**config.mk**
```make
export PLATFORM = sky130hd
export DESIGN_NAME = msb_sd_recoder
export DESIGN_NICKNAME = d
export VERILOG_FILES = /design/src/rtl/sdr_pkg.sv /design/src/rtl/sdr_cell.sv /design/src/rtl/sdr_lookahead.sv /design/src/rtl/sdr_sequencer.sv /design/src/rtl/msb_sd_recoder.sv
export SDC_FILE = /design/constraint.sdc
export NUM_CORES = 1
export LEC_CHECK = 0
export ABC_AREA = 0
export BUFFER_PORTS_ARGS = -buffer_cell sky130_fd_sc_hd__buf_2
export CAP_MARGIN = 20
export CORE_MARGIN = 5
export CORE_UTILIZATION = 40
export DETAILED_ROUTE_END_ITERATION = 16
export PLACE_DENSITY = 0.54
export SYNTH_ARGS = -nofsm -noshare
export SYNTH_HDL_FRONTEND = slang
export SYNTH_SLANG_ARGS = --single-unit
```
**constraint.sdc**
```tcl
create_clock -name clk -period 2.8 [get_ports clk]
set_input_delay 0.14 -clock clk [delete_from_list [all_inputs] [get_ports clk]]
set_output_delay 0.14 -clock clk [all_outputs]
set_load 0.03 [all_outputs]
```
**src/rtl/sdr_pkg.sv**
```systemverilog
package sdr_pkg;
  typedef logic signed [2:0] sdigit_t;
endpackage

```
**src/rtl/sdr_cell.sv**
```systemverilog
module sdr_cell
  import sdr_pkg::*;
(
  input  logic    carry_in,
  input  logic    bit_hi,
  input  logic    bit_lo,
  input  logic    last,
  output sdigit_t digit,
  output logic    carry_out
);
  logic [1:0] tally;
  logic       nxt;

  always_comb begin
    tally     = {1'b0, carry_in} + {1'b0, bit_hi} + {1'b0, bit_lo};
    nxt       = last ? 1'b0 : tally[1];
    carry_out = nxt;
    digit     = $signed({2'b00, nxt}) + $signed({2'b00, bit_hi})
              - $signed({1'b0, carry_in, 1'b0});
  end
endmodule

```
**src/rtl/sdr_lookahead.sv**
```systemverilog
module sdr_lookahead
  import sdr_pkg::*;
#(
  parameter int WIDTH       = 16,
  parameter int SKIP_STAGES = 3,
  localparam int LIM        = (1 << SKIP_STAGES) - 1,
  localparam int IDXW       = $clog2(WIDTH)
) (
  input  logic                   carry_in,
  input  logic [LIM:0]           bits,
  input  logic [IDXW-1:0]        pos,
  output logic [SKIP_STAGES-1:0] run
);
  logic    chain  [LIM+1];
  logic    exists [LIM];
  sdigit_t dig    [LIM];
  logic    halt;

  assign chain[0] = carry_in;

  for (genvar j = 0; j < LIM; j++) begin : g_peek
    assign exists[j] = (32'(pos) > j);
    sdr_cell u_cell (
      .carry_in  (chain[j]),
      .bit_hi    (bits[LIM-j]),
      .bit_lo    (bits[LIM-j-1]),
      .last      (32'(pos) == j + 1),
      .digit     (dig[j]),
      .carry_out (chain[j+1])
    );
  end

  always_comb begin
    run  = '0;
    halt = 1'b0;
    for (int j = 0; j < LIM; j++) begin
      if (!halt && exists[j] && dig[j] == 3'sd0) run = run + 1'b1;
      else                                       halt = 1'b1;
    end
  end
endmodule

```
**src/rtl/sdr_sequencer.sv**
```systemverilog
module sdr_sequencer #(
  parameter int WIDTH = 16,
  localparam int IDXW = $clog2(WIDTH)
) (
  input  logic            clk,
  input  logic            rst_n,
  input  logic            en,
  input  logic            start,
  output logic            busy,
  output logic [IDXW-1:0] idx,
  output logic            load,
  output logic            step
);
  logic            busy_d;
  logic [IDXW-1:0] idx_d;

  assign load = en & start & ~busy;
  assign step = en & busy;

  always_comb begin
    busy_d = busy;
    idx_d  = idx;
    if (load) begin
      busy_d = 1'b1;
      idx_d  = IDXW'(WIDTH - 1);
    end else if (step) begin
      if (idx == '0) busy_d = 1'b0;
      else           idx_d  = idx - 1'b1;
    end
  end

  always_ff @(posedge clk or negedge rst_n) begin
    if (!rst_n) begin
      busy <= 1'b0;
      idx  <= '0;
    end else begin
      busy <= busy_d;
      idx  <= idx_d;
    end
  end

  // positions are visited one below the other
  a_r3_index_descends: assert property (@(posedge clk) disable iff (!rst_n)
    (step && idx != '0) |=> (busy && idx == $past(idx) - 1'b1));

  // a run in progress is not restarted before it reaches index 0
  a_r6_no_restart: assert property (@(posedge clk) disable iff (!rst_n)
    (busy && idx != '0 && start) |=> (busy && idx <= $past(idx)));
endmodule

```
**src/rtl/msb_sd_recoder.sv**
```systemverilog
module msb_sd_recoder
  import sdr_pkg::*;
#(
  parameter int WIDTH       = 16,
  parameter int SKIP_STAGES = 3
) (
  input  logic                      clk,
  input  logic                      rst_n,
  input  logic                      en,
  input  logic                      start,
  input  logic [WIDTH-1:0]          operand,
  output logic signed [2:0]         digit,
  output logic                      digit_valid,
  output logic [$clog2(WIDTH)-1:0]  digit_index,
  output logic [SKIP_STAGES-1:0]    zero_run,
  output logic                      done
);
  localparam int IDXW = $clog2(WIDTH);
  localparam int LIM  = (1 << SKIP_STAGES) - 1;

  logic rs_meta, rs_n;

  always_ff @(posedge clk or negedge rst_n) begin
    if (!rst_n) begin
      rs_meta <= 1'b0;
      rs_n    <= 1'b0;
    end else begin
      rs_meta <= 1'b1;
      rs_n    <= rs_meta;
    end
  end

  logic            busy, load, step;
  logic [IDXW-1:0] idx;

  sdr_sequencer #(.WIDTH(WIDTH)) u_seq (
    .clk   (clk),
    .rst_n (rs_n),
    .en    (en),
    .start (start),
    .busy  (busy),
    .idx   (idx),
    .load  (load),
    .step  (step)
  );

  logic [WIDTH-1:0] sreg, sreg_d;
  logic             carry, carry_d;
  sdigit_t          cur_digit;
  logic             cur_carry;

  sdr_cell u_cell (
    .carry_in  (carry),
    .bit_hi    (sreg[WIDTH-1]),
    .bit_lo    (sreg[WIDTH-2]),
    .last      (idx == '0),
    .digit     (cur_digit),
    .carry_out (cur_carry)
  );

  logic [LIM:0]           peek_bits;
  logic [SKIP_STAGES-1:0] cur_run;

  for (genvar j = 0; j <= LIM; j++) begin : g_peek_bits
    if (WIDTH - 2 - j >= 0) begin : g_in
      assign peek_bits[LIM-j] = sreg[WIDTH-2-j];
    end else begin : g_pad
      assign peek_bits[LIM-j] = 1'b0;
    end
  end

  sdr_lookahead #(.WIDTH(WIDTH), .SKIP_STAGES(SKIP_STAGES)) u_look (
    .carry_in (cur_carry),
    .bits     (peek_bits),
    .pos      (idx),
    .run      (cur_run)
  );

  always_comb begin
    sreg_d  = sreg;
    carry_d = carry;
    if (load) begin
      sreg_d  = operand;
      carry_d = 1'b0;
    end else if (step) begin
      sreg_d  = {sreg[WIDTH-2:0], 1'b0};
      carry_d = cur_carry;
    end
  end

  always_ff @(posedge clk or negedge rs_n) begin
    if (!rs_n) begin
      sreg  <= '0;
      carry <= 1'b0;
    end else begin
      sreg  <= sreg_d;
      carry <= carry_d;
    end
  end

  always_ff @(posedge clk or negedge rs_n) begin
    if (!rs_n) begin
      digit       <= '0;
      digit_index <= '0;
      zero_run    <= '0;
      digit_valid <= 1'b0;
      done        <= 1'b0;
    end else begin
      digit_valid <= step;
      done        <= digit_valid && digit_index == '0;
      if (step) begin
        digit       <= cur_digit;
        digit_index <= idx;
        zero_run    <= cur_run;
      end
    end
  end

  // emitted digits stay within -2..2
  a_r2_digit_span: assert property (@(posedge clk) disable iff (!rs_n)
    digit_valid |-> (digit >= -3'sd2 && digit <= 3'sd2));

  // no digit after an edge with the enable low
  a_r5_enable_gates: assert property (@(posedge clk) disable iff (!rs_n)
    !en |=> !digit_valid);

  // done never lasts two cycles
  a_r7_done_single: assert property (@(posedge clk) disable iff (!rs_n)
    done |=> !done);

  // nothing lies below the bottom digit
  a_r8_bottom_run: assert property (@(posedge clk) disable iff (!rs_n)
    (digit_valid && digit_index == '0) |-> zero_run == '0);
endmodule

```
-- Yosys cells after proc, flatten, opt, wreduce, memory -nomap -nowiden
Index checks and enable logic that the tools add are counted.
- register bits after elaboration: 36
- logic and storage cells: 132
- output and inout port bits: 12
- reductions and logical operators: 32
- muxes and demuxes: 31
- bitwise logic cells: 4
- add/subtract/negate cells: 39
- order comparisons: 7
- equal/unequal tests: 8
- operator list (operator ; number):
    adder 1 x 1 -> 2 bit ; 16
    two-way mux 16 bit ; 2
    zero test 3 bit ; 7
    subtractor 2 x 2 -> 3 bit ; 7
    two-way mux 1 bit ; 20
    adder 3 x 1 -> 3 bit, second input constant ; 6
    two-way mux 3 bit ; 6
    adder 2 x 1 -> 2 bit ; 8
    equality test 4 x 3 -> 1 bit, second input constant ; 4
    logical AND 1 bit ; 14
    greater-than comparator 4 x 3 -> 1 bit, second input constant ; 3
    two-way mux 4 bit ; 3
    equality test 4 x 2 -> 1 bit, second input constant ; 2
    greater-than comparator 4 x 1 -> 1 bit, second input constant ; 2
    greater-than comparator 4 x 2 -> 1 bit, second input constant ; 2
    zero test 4 bit ; 2
    zero test 1 bit ; 5
    equality test 4 x 1 -> 1 bit, second input constant ; 1
    AND reduction 2 bit ; 2
    nonzero test 2 bit ; 2
    subtractor 4 x 1 -> 4 bit, second input constant ; 1
    bitwise AND 1 bit ; 3
    subtractor 3 bit ; 1
    inequality test 2 bit, second input constant ; 1
    NOT 1 bit ; 1

-- Longest topological paths before layout
Gate-level depths: netlist (run 1).
- depth in word-level cells: 34
- gate-level depth with buffers: 34
- mapped depth without buffers: 33

-- Modules after synthesis
A second synthesis (run 1) with hierarchy kept.
- cells, all modules: 255
- area, all modules: 2499.9 µm²
- by module, submodules not included (module ; area an instance (µm²) ; sequential area each (µm²) ; times used ; cells an instance):
    msb_sd_recoder ; 1300.0 ; 775.7 ; 1 ; 101
    sdr_lookahead ; 485.5 ; 0.0 ; 1 ; 69
    sdr_cell ; 53.8 ; 0.0 ; 8 ; 7
    sdr_sequencer ; 284.0 ; 125.1 ; 1 ; 29

-- Least setup slack after synthesis (run 1)
Ideal clock, no wire load.
- path type: register -> register
- start point: reg u_seq.idx[0]
- end point: reg zero_run[2]
- library setup time: 0.127 ns
- arrival time: 5.984 ns
- stages on the path, launching flop included: 35
- path slack: -3.311 ns
- path through: dfrtp_1 inv_1 ha_1 and2_0 clkbuf_1 nor2_1 ha_1 a21o_1 and2_4 buf_6 nand2_1 ha_1 nor4b_1 nand4b_1 nor2_1 ha_1 nand4b_1 a21oi_4 xnor2_2 inv_1 ha_1 mux2_2 ha_1 mux2_2 mux2i_1 inv_1 ha_1 nand2_1 o21ai_0 ha_1 nand2_1 xor2_1 nor3b_1 xnor2_1 a21oi_1
- cells in the longest elaborated chain, start to end: 33
- elaborated cells between the ends (all ways): 95
- RTL lines (what ; RTL line ; text):
    from (decl) ; sdr_sequencer.sv:10 ; output logic [IDXW-1:0] idx,
    from (signal assigned) ; sdr_sequencer.sv:38 ; idx <= idx_d;
    parallel branches: the longest is 32 deep, another holds adder 1 x 1 -> 2 bit ; n/a ;
    two-way mux 3 bit * ; sdr_lookahead.sv:37 ; if (!halt && exists[j] && dig[j] == 3'sd0) run = run + 1'b1;
    to (signal assigned) ; msb_sd_recoder.sv:114 ; zero_run <= cur_run;
    to (decl) ; msb_sd_recoder.sv:15 ; output logic [SKIP_STAGES-1:0] zero_run,
Every way passes the cells marked *.
A chain may end at the register's enable or synchronous reset.

-- Final worst setup path (run 1)
- start point: reg carry
- end point: reg zero_run[2]
- cells in the longest elaborated chain, start to end: 34
- elaborated cells between the ends (all ways): 82
- RTL lines (what ; RTL line ; text):
    from (decl) ; msb_sd_recoder.sv:48 ; logic carry, carry_d;
    from (signal assigned) ; msb_sd_recoder.sv:97 ; carry <= carry_d;
    adder 1 x 1 -> 2 bit * ; sdr_cell.sv:15 ; tally = {1'b0, carry_in} + {1'b0, bit_hi} + {1'b0, bit_lo};
    adder 2 x 1 -> 2 bit * ; sdr_cell.sv:15 ;
    two-way mux 1 bit * ; sdr_cell.sv:16 ; nxt = last ? 1'b0 : tally[1];
    parallel branches: the longest is 30 deep, another holds adder 1 x 1 -> 2 bit ; n/a ;
    two-way mux 3 bit * ; sdr_lookahead.sv:37 ;
Marks and branches as above.

==> flow_summary.yaml, run 1 <==
worst_setup_path:
  critical_path.max_stage_delay_ps: 410
  crit_type: "reg2reg"
  critPathCaptureType: "flip-flop"
  worstPathArrival_ps: 5560
  critPathRequiredTime_ps: 2960
  crit_slowest_cell: "sky130_fd_sc_hd__dfrtp_1"
  cp_max_fo: 3
  crit_path_start_kind: "flip-flop"
  critPathMostFrequentCell: "sky130_fd_sc_hd__ha_4"
sta:
  hold-worst-slack_ps: 145.7
  final_critical_path_setup_slack_ps: -2600
  endpoints_failing_setup: 3
  fin_setup_tns_ps: -6763
  tightestPinTransition_ps: 521.0
  max_slew_margin_pct: 65.03
  post-route-min-period_ps: 5400
  rsz0062_at_grt: "yes"
  post-route-period-util_pct: 192.9
  final_hold_viol_count: 0
  final-max-slew-violation-count: 0
  max_freq_mhz: 185.2
  worst_clk_skew_ps: 6.657
place:
  hpwlAfterDp_um: 5199
  buffer_ports.inserted: 31
  place_congestion: 0.7737
  placement.cell_area_um2: 3512
outcome:
  failed_checks: "negative setup slack"
  status: "finished with violations"
layout:
  layout.cells.most_common_list: "79 x sky130_fd_sc_hd__buf_4, 33 x sky130_fd_sc_hd__dfrtp_1, 31 x sky130_fd_sc_hd__nand2_1, 31 x sky130_fd_sc_hd__buf_2, 30 x sky130_fd_sc_hd__a22o_1"
  num_antenna_cells: 0
  multiInputGateArea_um2: 1892
  area_growth_pct: 43.56
  area.sequential_um2: 904.6
  fin_area_um2: 3864
  most_common_cell_after_layout_fill_and_taps_aside: "sky130_fd_sc_hd__buf_4"
  final_core_util_pct: 59.82
  filler_cells: 604
  nets: 438
  final_layout_size_suffix_gt1_share_pct: 43.43
die:
  dieArea_um2: 8469
  placeableCoreArea_um2: 6459
  die-width_um: 92.03
  num_rows: 29
  initial_utilization_pct: 41.67
  die_y_um: 92.03
  io-pin-count: 32
clocking:
  cts-root-buf: "sky130_fd_sc_hd__clkbuf_8"
  worst_skew_pair.late_latency_ps: 280
  clock_tree.htree_level_count: 2
  clk_pin_slew_worst_paths_ps: 70
  cts.path.max_buffers: 2
  cts_buffers: 5
  tritoncts: "yes"
  numClockSinks: 36
synthesis:
  ys_seq_area_share_pct: 33.47
  synth-edff-count: 0
  synth_top_cell_area_share_pct: 33.47
  ys_seq_elements: 36
  combinational_family_with_the_most_area_after_synthesis: "compound AO/OA/AOI/OAI gates"
  synth.mux.area_fraction_pct: 2.743
  synth-compound-area-share_pct: 27.57
  synth.net_count: 340
  synthesis.yosys.warnings: 0
  yosys.area.top_type: "sky130_fd_sc_hd__dfrtp_1"
  asyncSetResetFlopFracSynth_pct: 100.0
  post_synth_xor_area_fraction_pct: 2.882
  area_of_the_mapped_netlist_um2: 2691
  yosys.area_share.simple_pct: 17.20
  postSynthAreaPerCell_um2: 9.062
  ys_top_cells_by_area: "sky130_fd_sc_hd__dfrtp_1 33%, sky130_fd_sc_hd__ha_1 11%, sky130_fd_sc_hd__a22o_1 9.8%"
  synth_adder_area_share_pct: 10.69
  synth-main-ff-cell: "sky130_fd_sc_hd__dfrtp_1"
  postSynthCellCount: 297
  synthDistinctLibCells: 57
route:
  wire_per_inst_um: 14.47
  route.antenna.remaining_nets: 0
  drt-vias-per-instance: 5.340
  first_pass_iters: 4
  via_count: 2526
  drc: 0
  first_iter_violations: 92
  drt_wl_total_um: 6843
run:
  maxCapViolations: 0
grt:
  antenna_found_initial: 0
  grt_pass1_vias: 2480
  grt_pass1_wl_um: 11720
  grt_use_total_pct: 16.70
  grt-ovfl-total: 0
  grt_max_degree: 26
worst_hold_path:
  hold_class: "reg2async"
[cell usage after synthesis (2+ instances only)]
cell / number
sky130_fd_sc_hd__dfrtp_1: 36
sky130_fd_sc_hd__nand2_1: 35
sky130_fd_sc_hd__a22o_1: 30
sky130_fd_sc_hd__ha_1: 23
sky130_fd_sc_hd__o21ai_0: 22
sky130_fd_sc_hd__clkbuf_1: 20
sky130_fd_sc_hd__inv_1: 14
sky130_fd_sc_hd__nand3_1: 10
sky130_fd_sc_hd__nor2_1: 10
sky130_fd_sc_hd__a21oi_1: 7
sky130_fd_sc_hd__a22oi_1: 5
sky130_fd_sc_hd__nand4b_1: 5
sky130_fd_sc_hd__a211oi_1: 4
sky130_fd_sc_hd__mux2i_1: 4
sky130_fd_sc_hd__nor2b_1: 4
sky130_fd_sc_hd__xor2_1: 4
sky130_fd_sc_hd__a21boi_0: 3
sky130_fd_sc_hd__a21o_1: 3
sky130_fd_sc_hd__mux2_2: 3
sky130_fd_sc_hd__nor3_1: 3
sky130_fd_sc_hd__o211ai_1: 3
sky130_fd_sc_hd__xnor2_1: 3
sky130_fd_sc_hd__a31oi_1: 2
sky130_fd_sc_hd__a41oi_1: 2
sky130_fd_sc_hd__and2_1: 2
sky130_fd_sc_hd__nor3b_1: 2
sky130_fd_sc_hd__nor4_1: 2
sky130_fd_sc_hd__nor4b_1: 2
sky130_fd_sc_hd__o21a_1: 2
sky130_fd_sc_hd__o21ai_1: 2
sky130_fd_sc_hd__o22ai_1: 2
sky130_fd_sc_hd__o31ai_1: 2
sky130_fd_sc_hd__or4b_2: 2
[critical path, delay by kind of cell (launching register included)]
kind | cells | cell delay, ps
AND/OR/NAND/NOR | 8 | 890
buffers and inverters | 2 | 190
adder cells (fa/ha/maj) | 6 | 1450
XOR/XNOR | 2 | 300
flip-flops | 1 | 410
multiplexers | 3 | 740
AO/OA/AOI/OAI | 10 | 1290
[path summary, 6_finish.rpt]
path                            slack (ps)            to         from  depth (start not counted)
worst max-delay path                 -2600   zero_run[2]        carry                         31
worst min-delay path                   150       sreg[4]         rs_n                          0
worst max register to register       -2600   zero_run[2]        carry                         31
max in group asynchronous             2110  u_seq.idx[3]         rs_n                          2
worst min register to register         150       sreg[4]         rs_n                          0
min in group clk                       180      sreg[12]  operand[12]                          3
[stage by stage]
step | setup WS [ps] | instances
after floorplan | -2933 | 297
after global placement | -2778 | 453
after detailed placement | -2857 | 453
after CTS | -2700 | 468
after global routing | -2911 | 473
final | -2600 | 473
[final cells by class]
cell class | instances | area share [%]
multi-input combinational | 225 | 48.96
sequential | 36 | 23.41
timing repair buffer | 112 | 20.34
clock buffer | 7 | 2.494
tap | 77 | 2.494
inverter | 15 | 1.522
clock inverter | 1 | 0.7772
[kinds of logic (layout without fill, tap and decap cells)]
| logic type | Yosys count | count (layout) |
|---|---|---|
| mux | 7 | 7 |
| other cells | 1 | 1 |
| fa+ha+maj | 23 | 23 |
| compound gates | 99 | 99 |
| flops | 36 | 36 |
| simple gates | 87 | 87 |
| buf+inv | 36 | 135 |
| xor+xnor | 8 | 8 |
[per-layer routing]
layer  global-route usage [%]  wire (um)  vias up
li1                         -          -     1298
met1                    22.81       3394     1195
met2                    28.28       3256       31
met3                    2.864        179        2
met4                    2.599         13        0
met5                        0          0        -
[flip-flops by register name, indices dropped and copies added (netlist names)]
name	flops
carry	1
digit	3
digit_index	4
digit_valid	1
done	1
rs_meta	1
rs_n	1
sreg	16
u_seq.busy	1
u_seq.idx	4
zero_run	3
[repair_timing]
action | 4_1_cts | 5_1_grt
resized for setup | 12 | 13
hold buffers | 1 | 0
setup buffers | 6 | 3
endpoints found under the hold margin | 2 | 0
pin swaps | 15 | 4
setup endpoints to repair | 3 | 3
Power of run 1 is not shown: default switching activity piles up to over one toggle a cycle in this logic, so the estimate is an artifact.
==> run 2, diff against run 1 <==
- PLACE_DENSITY: 0.54 -> unset
==> run 2 against run 1 <==
The flow still finishes with violations (negative setup slack). Clock-buffer cell count down 1. Global-route usage is 1.4 points higher. Critical path depth unchanged.
==> flow_summary.yaml, run 2 (synthesis results as in run 1) <==
outcome:
  status: "finished with violations"
  failed_checks: "negative setup slack"
place:
  place.detailed.instances: 453
  dp_slack_ps: -2908
  hpwlAfterDp_um: 5413
  place_congestion: 0.8307
  buffer_ports.inserted: 31
layout:
  largest_register_ffs: 16
  num_antenna_cells: 0
  final_layout_size_suffix_gt1_share_pct: 47.76
  multiInputGateArea_um2: 1984
  filler_cells: 542
  top_register: "sreg"
  biggestRegsByFlops: "sreg (16), digit_index (4), u_seq.idx (4)"
  area_growth_pct: 48.26
  layout.cells.most_common_list: "80 x sky130_fd_sc_hd__buf_4, 33 x sky130_fd_sc_hd__dfrtp_1, 31 x sky130_fd_sc_hd__nand2_1, 31 x sky130_fd_sc_hd__buf_2, 30 x sky130_fd_sc_hd__a22o_1"
  nets: 444
  post_layout_nonfiller_instances: 479
  area.sequential_um2: 904.6
  most_common_cell_after_layout_fill_and_taps_aside: "sky130_fd_sc_hd__buf_4"
  final_core_util_pct: 61.78
route:
  first_pass_iters: 4
  drt_wl_total_um: 7501
  drc: 0
  via_count: 2654
  drt-vias-per-instance: 5.541
  wire_per_inst_um: 15.66
  route.antenna.remaining_nets: 0
  first_iter_violations: 98
clocking:
  cts.path.max_buffers: 2
  cts-root-buf: "sky130_fd_sc_hd__clkbuf_8"
  tritoncts: "yes"
  clock_tree.htree_level_count: 2
  worst_skew_pair.late_latency_ps: 290
  cts_buffers: 5
  clk_pin_slew_worst_paths_ps: 80
  numClockSinks: 36
run:
  maxCapViolations: 0
worst_setup_path:
  crit_path_start_kind: "flip-flop"
  setup.reg_to_reg.worst_slack_ps: -2690
  worstPathArrival_ps: 5650
  worst_r2r_endpoint: "zero_run[2]"
  crit_type: "reg2reg"
  critPathMostFrequentCell: "sky130_fd_sc_hd__ha_4"
  cp_max_fo: 3
  timing.rr.start: "sreg[14]"
  critical_path.max_stage_delay_ps: 430
  critPathRequiredTime_ps: 2960
  worst-r2r-cell-count: 31
  crit_slowest_cell: "sky130_fd_sc_hd__dfrtp_2"
  critPathCaptureType: "flip-flop"
die:
  placeableCoreArea_um2: 6459
  die-width_um: 92.03
  initial_utilization_pct: 41.67
  num_rows: 29
  dieArea_um2: 8469
  io-pin-count: 32
  die_y_um: 92.03
sta:
  post-route-min-period_ps: 5492
  final-max-slew-violation-count: 0
  worst_clk_skew_ps: 9.441
  final_hold_viol_count: 0
  max_freq_mhz: 182.1
  rsz0062_at_grt: "yes"
  hold-worst-slack_ps: 78.78
  max_slew_margin_pct: 57.61
  final_critical_path_setup_slack_ps: -2692
  tightestPinTransition_ps: 634.6
  post-route-period-util_pct: 196.1
  endpoints_failing_setup: 3
grt:
  grt-ovfl-total: 0
  grt_pass1_wl_um: 12630
  grt_pass1_vias: 2673
  antenna_found_initial: 0
  grt_max_degree: 26
  grt_use_total_pct: 18.14
worst_hold_path:
  hold_class: "reg2async"
run 2: cell types whose count changed in the layout (fill, tap and decap cells not counted), sizes merged:
cell	before	now
inv	14	15
clkinv	1	2
clkbuf	7	6
buf	111	117
bufinv	1	0
run 2: layout make-up:
cell class | instances | area share, %
flip-flops and latches | 36 | 22.67
inverters | 15 | 1.474
multi-input cells | 225 | 49.73
clock inverters | 2 | 0.3449
well taps | 77 | 2.415
clock buffers | 6 | 2.070
repair buffers | 118 | 21.29
run 2: worst max-delay path by stage:
stage	startpoint	endpoint	slack, ps	cells after the start
floorplan	u_seq.idx[0]	zero_run[2]	-2930	33
global placement	carry	zero_run[2]	-2770	32
detailed placement	carry	zero_run[2]	-2910	31
CTS	sreg[14]	zero_run[2]	-2740	31
global route	sreg[14]	zero_run[2]	-3010	31
finish	sreg[14]	zero_run[2]	-2690	31
run 2: timing repair:
item                                   CTS  global route
endpoints found under the hold margin    2             0
gates resized for setup                 25            21
cloned                                   0             0
buffers inserted                        12             4
hold buffers                             1             0
setup endpoints to repair                3             3
pin swaps                               29            24
run 2: layer usage:
metal | routed length (um) | GRT usage (%) | vias to the layer above
met5 | 0 | 0 | -
met1 | 3466 | 23.59 | 1286
met3 | 280 | 3.028 | 7
met4 | 51 | 3.342 | 0
met2 | 3704 | 32.00 | 60
li1 | - | - | 1301
run 2: critical path, delay by kind of cell (launching register included):
kind | cells | cell delay, ps
adders and majority gates | 8 | 1790
and+or+nand+nor | 10 | 1230
muxes | 3 | 710
AOI/OAI and AO/OA | 5 | 640
xor gates and xnor gates | 3 | 440
DFF | 1 | 430
buffers and inverters | 2 | 140
run 2: stage by stage:
| stage | TNS (ps) | cell area (um2) |
|---|---|---|
| 2_1_floorplan | -6848 | 2839 |
| 3_3_place_gp | -6980 | 3512 |
| 3_5_place_dp | -7247 | 3512 |
| 4_1_cts | -6729 | 3835 |
| 5_1_grt | -7338 | 3990 |
| 6_report | -6480 | 3990 |
Power of run 2 is left out for the same reason.
==> run 3, diff against run 2 <==
- CELL_PAD_IN_SITES_DETAIL_PLACEMENT: unset -> 1
- CELL_PAD_IN_SITES_GLOBAL_PLACEMENT: unset -> 1
- CTS_CLUSTER_SIZE: unset -> 25
- PLACE_DENSITY_LB_ADDON: unset -> 0.1
==> run 3 against run 2 <==
The flow still finishes with violations (negative setup slack). Register-to-register slack worse by 70 ps. Sequential cell count unchanged. Sequential share of layout area barely moved. Via count grew 2.3%. Die area unchanged. Clock skew hardly changed. Wire length rose by 17%. First-iteration DRC count grew 16%. Fmax shrank 1.2%. Cell count decreased by 0.63%. Worst hold slack better by 35 ps. Largest cell class unchanged.
==> flow_summary.yaml, run 3 (synthesis results as in run 1) <==
sta:
  final-max-slew-violation-count: 0
  worst_clk_skew_ps: 8.966
  final_hold_viol_count: 0
  post-route-period-util_pct: 198.5
  rsz0062_at_grt: "yes"
  final_critical_path_setup_slack_ps: -2758
  post-route-min-period_ps: 5558
  max_freq_mhz: 179.9
  endpoints_failing_setup: 3
  max_slew_margin_pct: 50.19
  tightestPinTransition_ps: 747.1
route:
  drt-vias-per-instance: 5.706
  first_pass_iters: 4
  first_iter_violations: 114
  route.antenna.remaining_nets: 0
  via_count: 2716
  drt_wl_total_um: 8750
  wire_per_inst_um: 18.38
  drc: 0
die:
  die_y_um: 92.03
  dieArea_um2: 8469
  io-pin-count: 32
  die-width_um: 92.03
  placeableCoreArea_um2: 6459
  num_rows: 29
  initial_utilization_pct: 41.67
layout:
  area_growth_pct: 48.12
  top_register: "sreg"
  most_common_cell_after_layout_fill_and_taps_aside: "sky130_fd_sc_hd__buf_4"
  final_core_util_pct: 61.72
  biggestRegsByFlops: "sreg (16), digit_index (4), u_seq.idx (4)"
  final_layout_size_suffix_gt1_share_pct: 46.87
  nets: 441
  num_antenna_cells: 0
  filler_cells: 750
  layout.cells.most_common_list: "79 x sky130_fd_sc_hd__buf_4, 33 x sky130_fd_sc_hd__dfrtp_1, 31 x sky130_fd_sc_hd__buf_2"
  post_layout_nonfiller_instances: 476
  largest_register_ffs: 16
clocking:
  cts_buffers: 5
  numClockSinks: 36
  worst_skew_pair.late_latency_ps: 290
  cts-root-buf: "sky130_fd_sc_hd__clkbuf_8"
  clk_pin_slew_worst_paths_ps: 70
  clock_tree.htree_level_count: 2
  tritoncts: "yes"
  cts.path.max_buffers: 2
worst_setup_path:
  critPathCaptureType: "flip-flop"
  crit_path_start_kind: "flip-flop"
  critPathRequiredTime_ps: 2960
  critPathMostFrequentCell: "sky130_fd_sc_hd__ha_4"
  cp_max_fo: 3
  critical_path.max_stage_delay_ps: 430
  crit_slowest_cell: "sky130_fd_sc_hd__dfrtp_2"
  crit_type: "reg2reg"
  worstPathArrival_ps: 5720
  crit_family: "adder cells"
  cp_num_buf_inv: 2
place:
  place_congestion: 0.8405
  place.detailed.instances: 451
  hpwlAfterDp_um: 6104
  buffer_ports.inserted: 31
outcome:
  status: "finished with violations"
  failed_checks: "negative setup slack"
grt:
  antenna_found_initial: 0
  grt_use_total_pct: 20.67
  grt_busiest_layer: "met2"
  grt.met2_usage_pct: 39.29
  grt_max_degree: 27
  grt_pass1_vias: 2894
  grt-ovfl-total: 0
  grt_pass1_wl_um: 14150
  met3_resource_use_gr_pct: 1.964
  gr-usage-met1_pct: 24.83
run:
  maxCapViolations: 0
worst_hold_path:
  hold_class: "reg2async"
-- run 3: cell types whose count changed in the layout (fill, tap and decap cells not counted), moves of 2 or more --
| cell | previous run | this run |
|---|---|---|
| sky130_fd_sc_hd__a22oi_1 | 3 | 5 |
| sky130_fd_sc_hd__a22oi_2 | 2 | 0 |
| sky130_fd_sc_hd__buf_6 | 5 | 3 |
| sky130_fd_sc_hd__ha_4 | 9 | 7 |
| sky130_fd_sc_hd__nand3_2 | 3 | 1 |
-- run 3: final cells by class --
cell class | count | area (um2) | share of cell area, %
clock inverters | 3 | 42.54 | 1.067
flip-flops and latches | 36 | 904.6 | 22.69
clock buffers | 5 | 68.82 | 1.726
well taps | 77 | 96.34 | 2.417
inverters | 15 | 58.81 | 1.475
multi-input cells | 225 | 1996 | 50.06
repair buffers | 115 | 819.5 | 20.56
-- run 3: repair_timing --
item	in CTS	in global routing
endpoints found under the setup margin	3	3
setup buffers	14	8
hold buffers	1	0
cloned	0	0
endpoints found under the hold margin	2	0
pin swaps	25	18
resized for setup	19	26
-- run 3: routing by layer --
metal,vias up,wire (um)
li1,1295,-
met1,1377,3743
met2,33,4691
met3,11,178
met4,0,136
met5,-,0
-- run 3: worst paths after layout --
| kind | endpoint | startpoint | slack, ps | cells after the start |
|---|---|---|---|---|
| max | zero_run[2] | sreg[14] | -2760 | 31 |
| min | digit[1] | rs_n | 110 | 0 |
| max reg2reg | zero_run[2] | sreg[14] | -2760 | 31 |
| min reg2reg | digit[1] | rs_n | 110 | 0 |
| max in group asynchronous | zero_run[1] | rs_n | 2260 | 1 |
| min in group clk | sreg[6] | operand[6] | 170 | 3 |
-- run 3: metrics by stage --
stage | setup TNS [ps] | setup WS (ps) | cell area (um2) | hold WS, ps
2_1_floorplan | -6848 | -2933 | 2839 | -155.6
3_3_place_gp | -6855 | -2719 | 3497 | -73.39
3_5_place_dp | -7512 | -3013 | 3497 | -73.36
4_1_cts | -7411 | -2774 | 3829 | 150.6
5_1_grt | -7657 | -3072 | 3986 | 129.1
6_report | -6870 | -2758 | 3986 | 113.7
Power of run 3 is left out for the same reason.
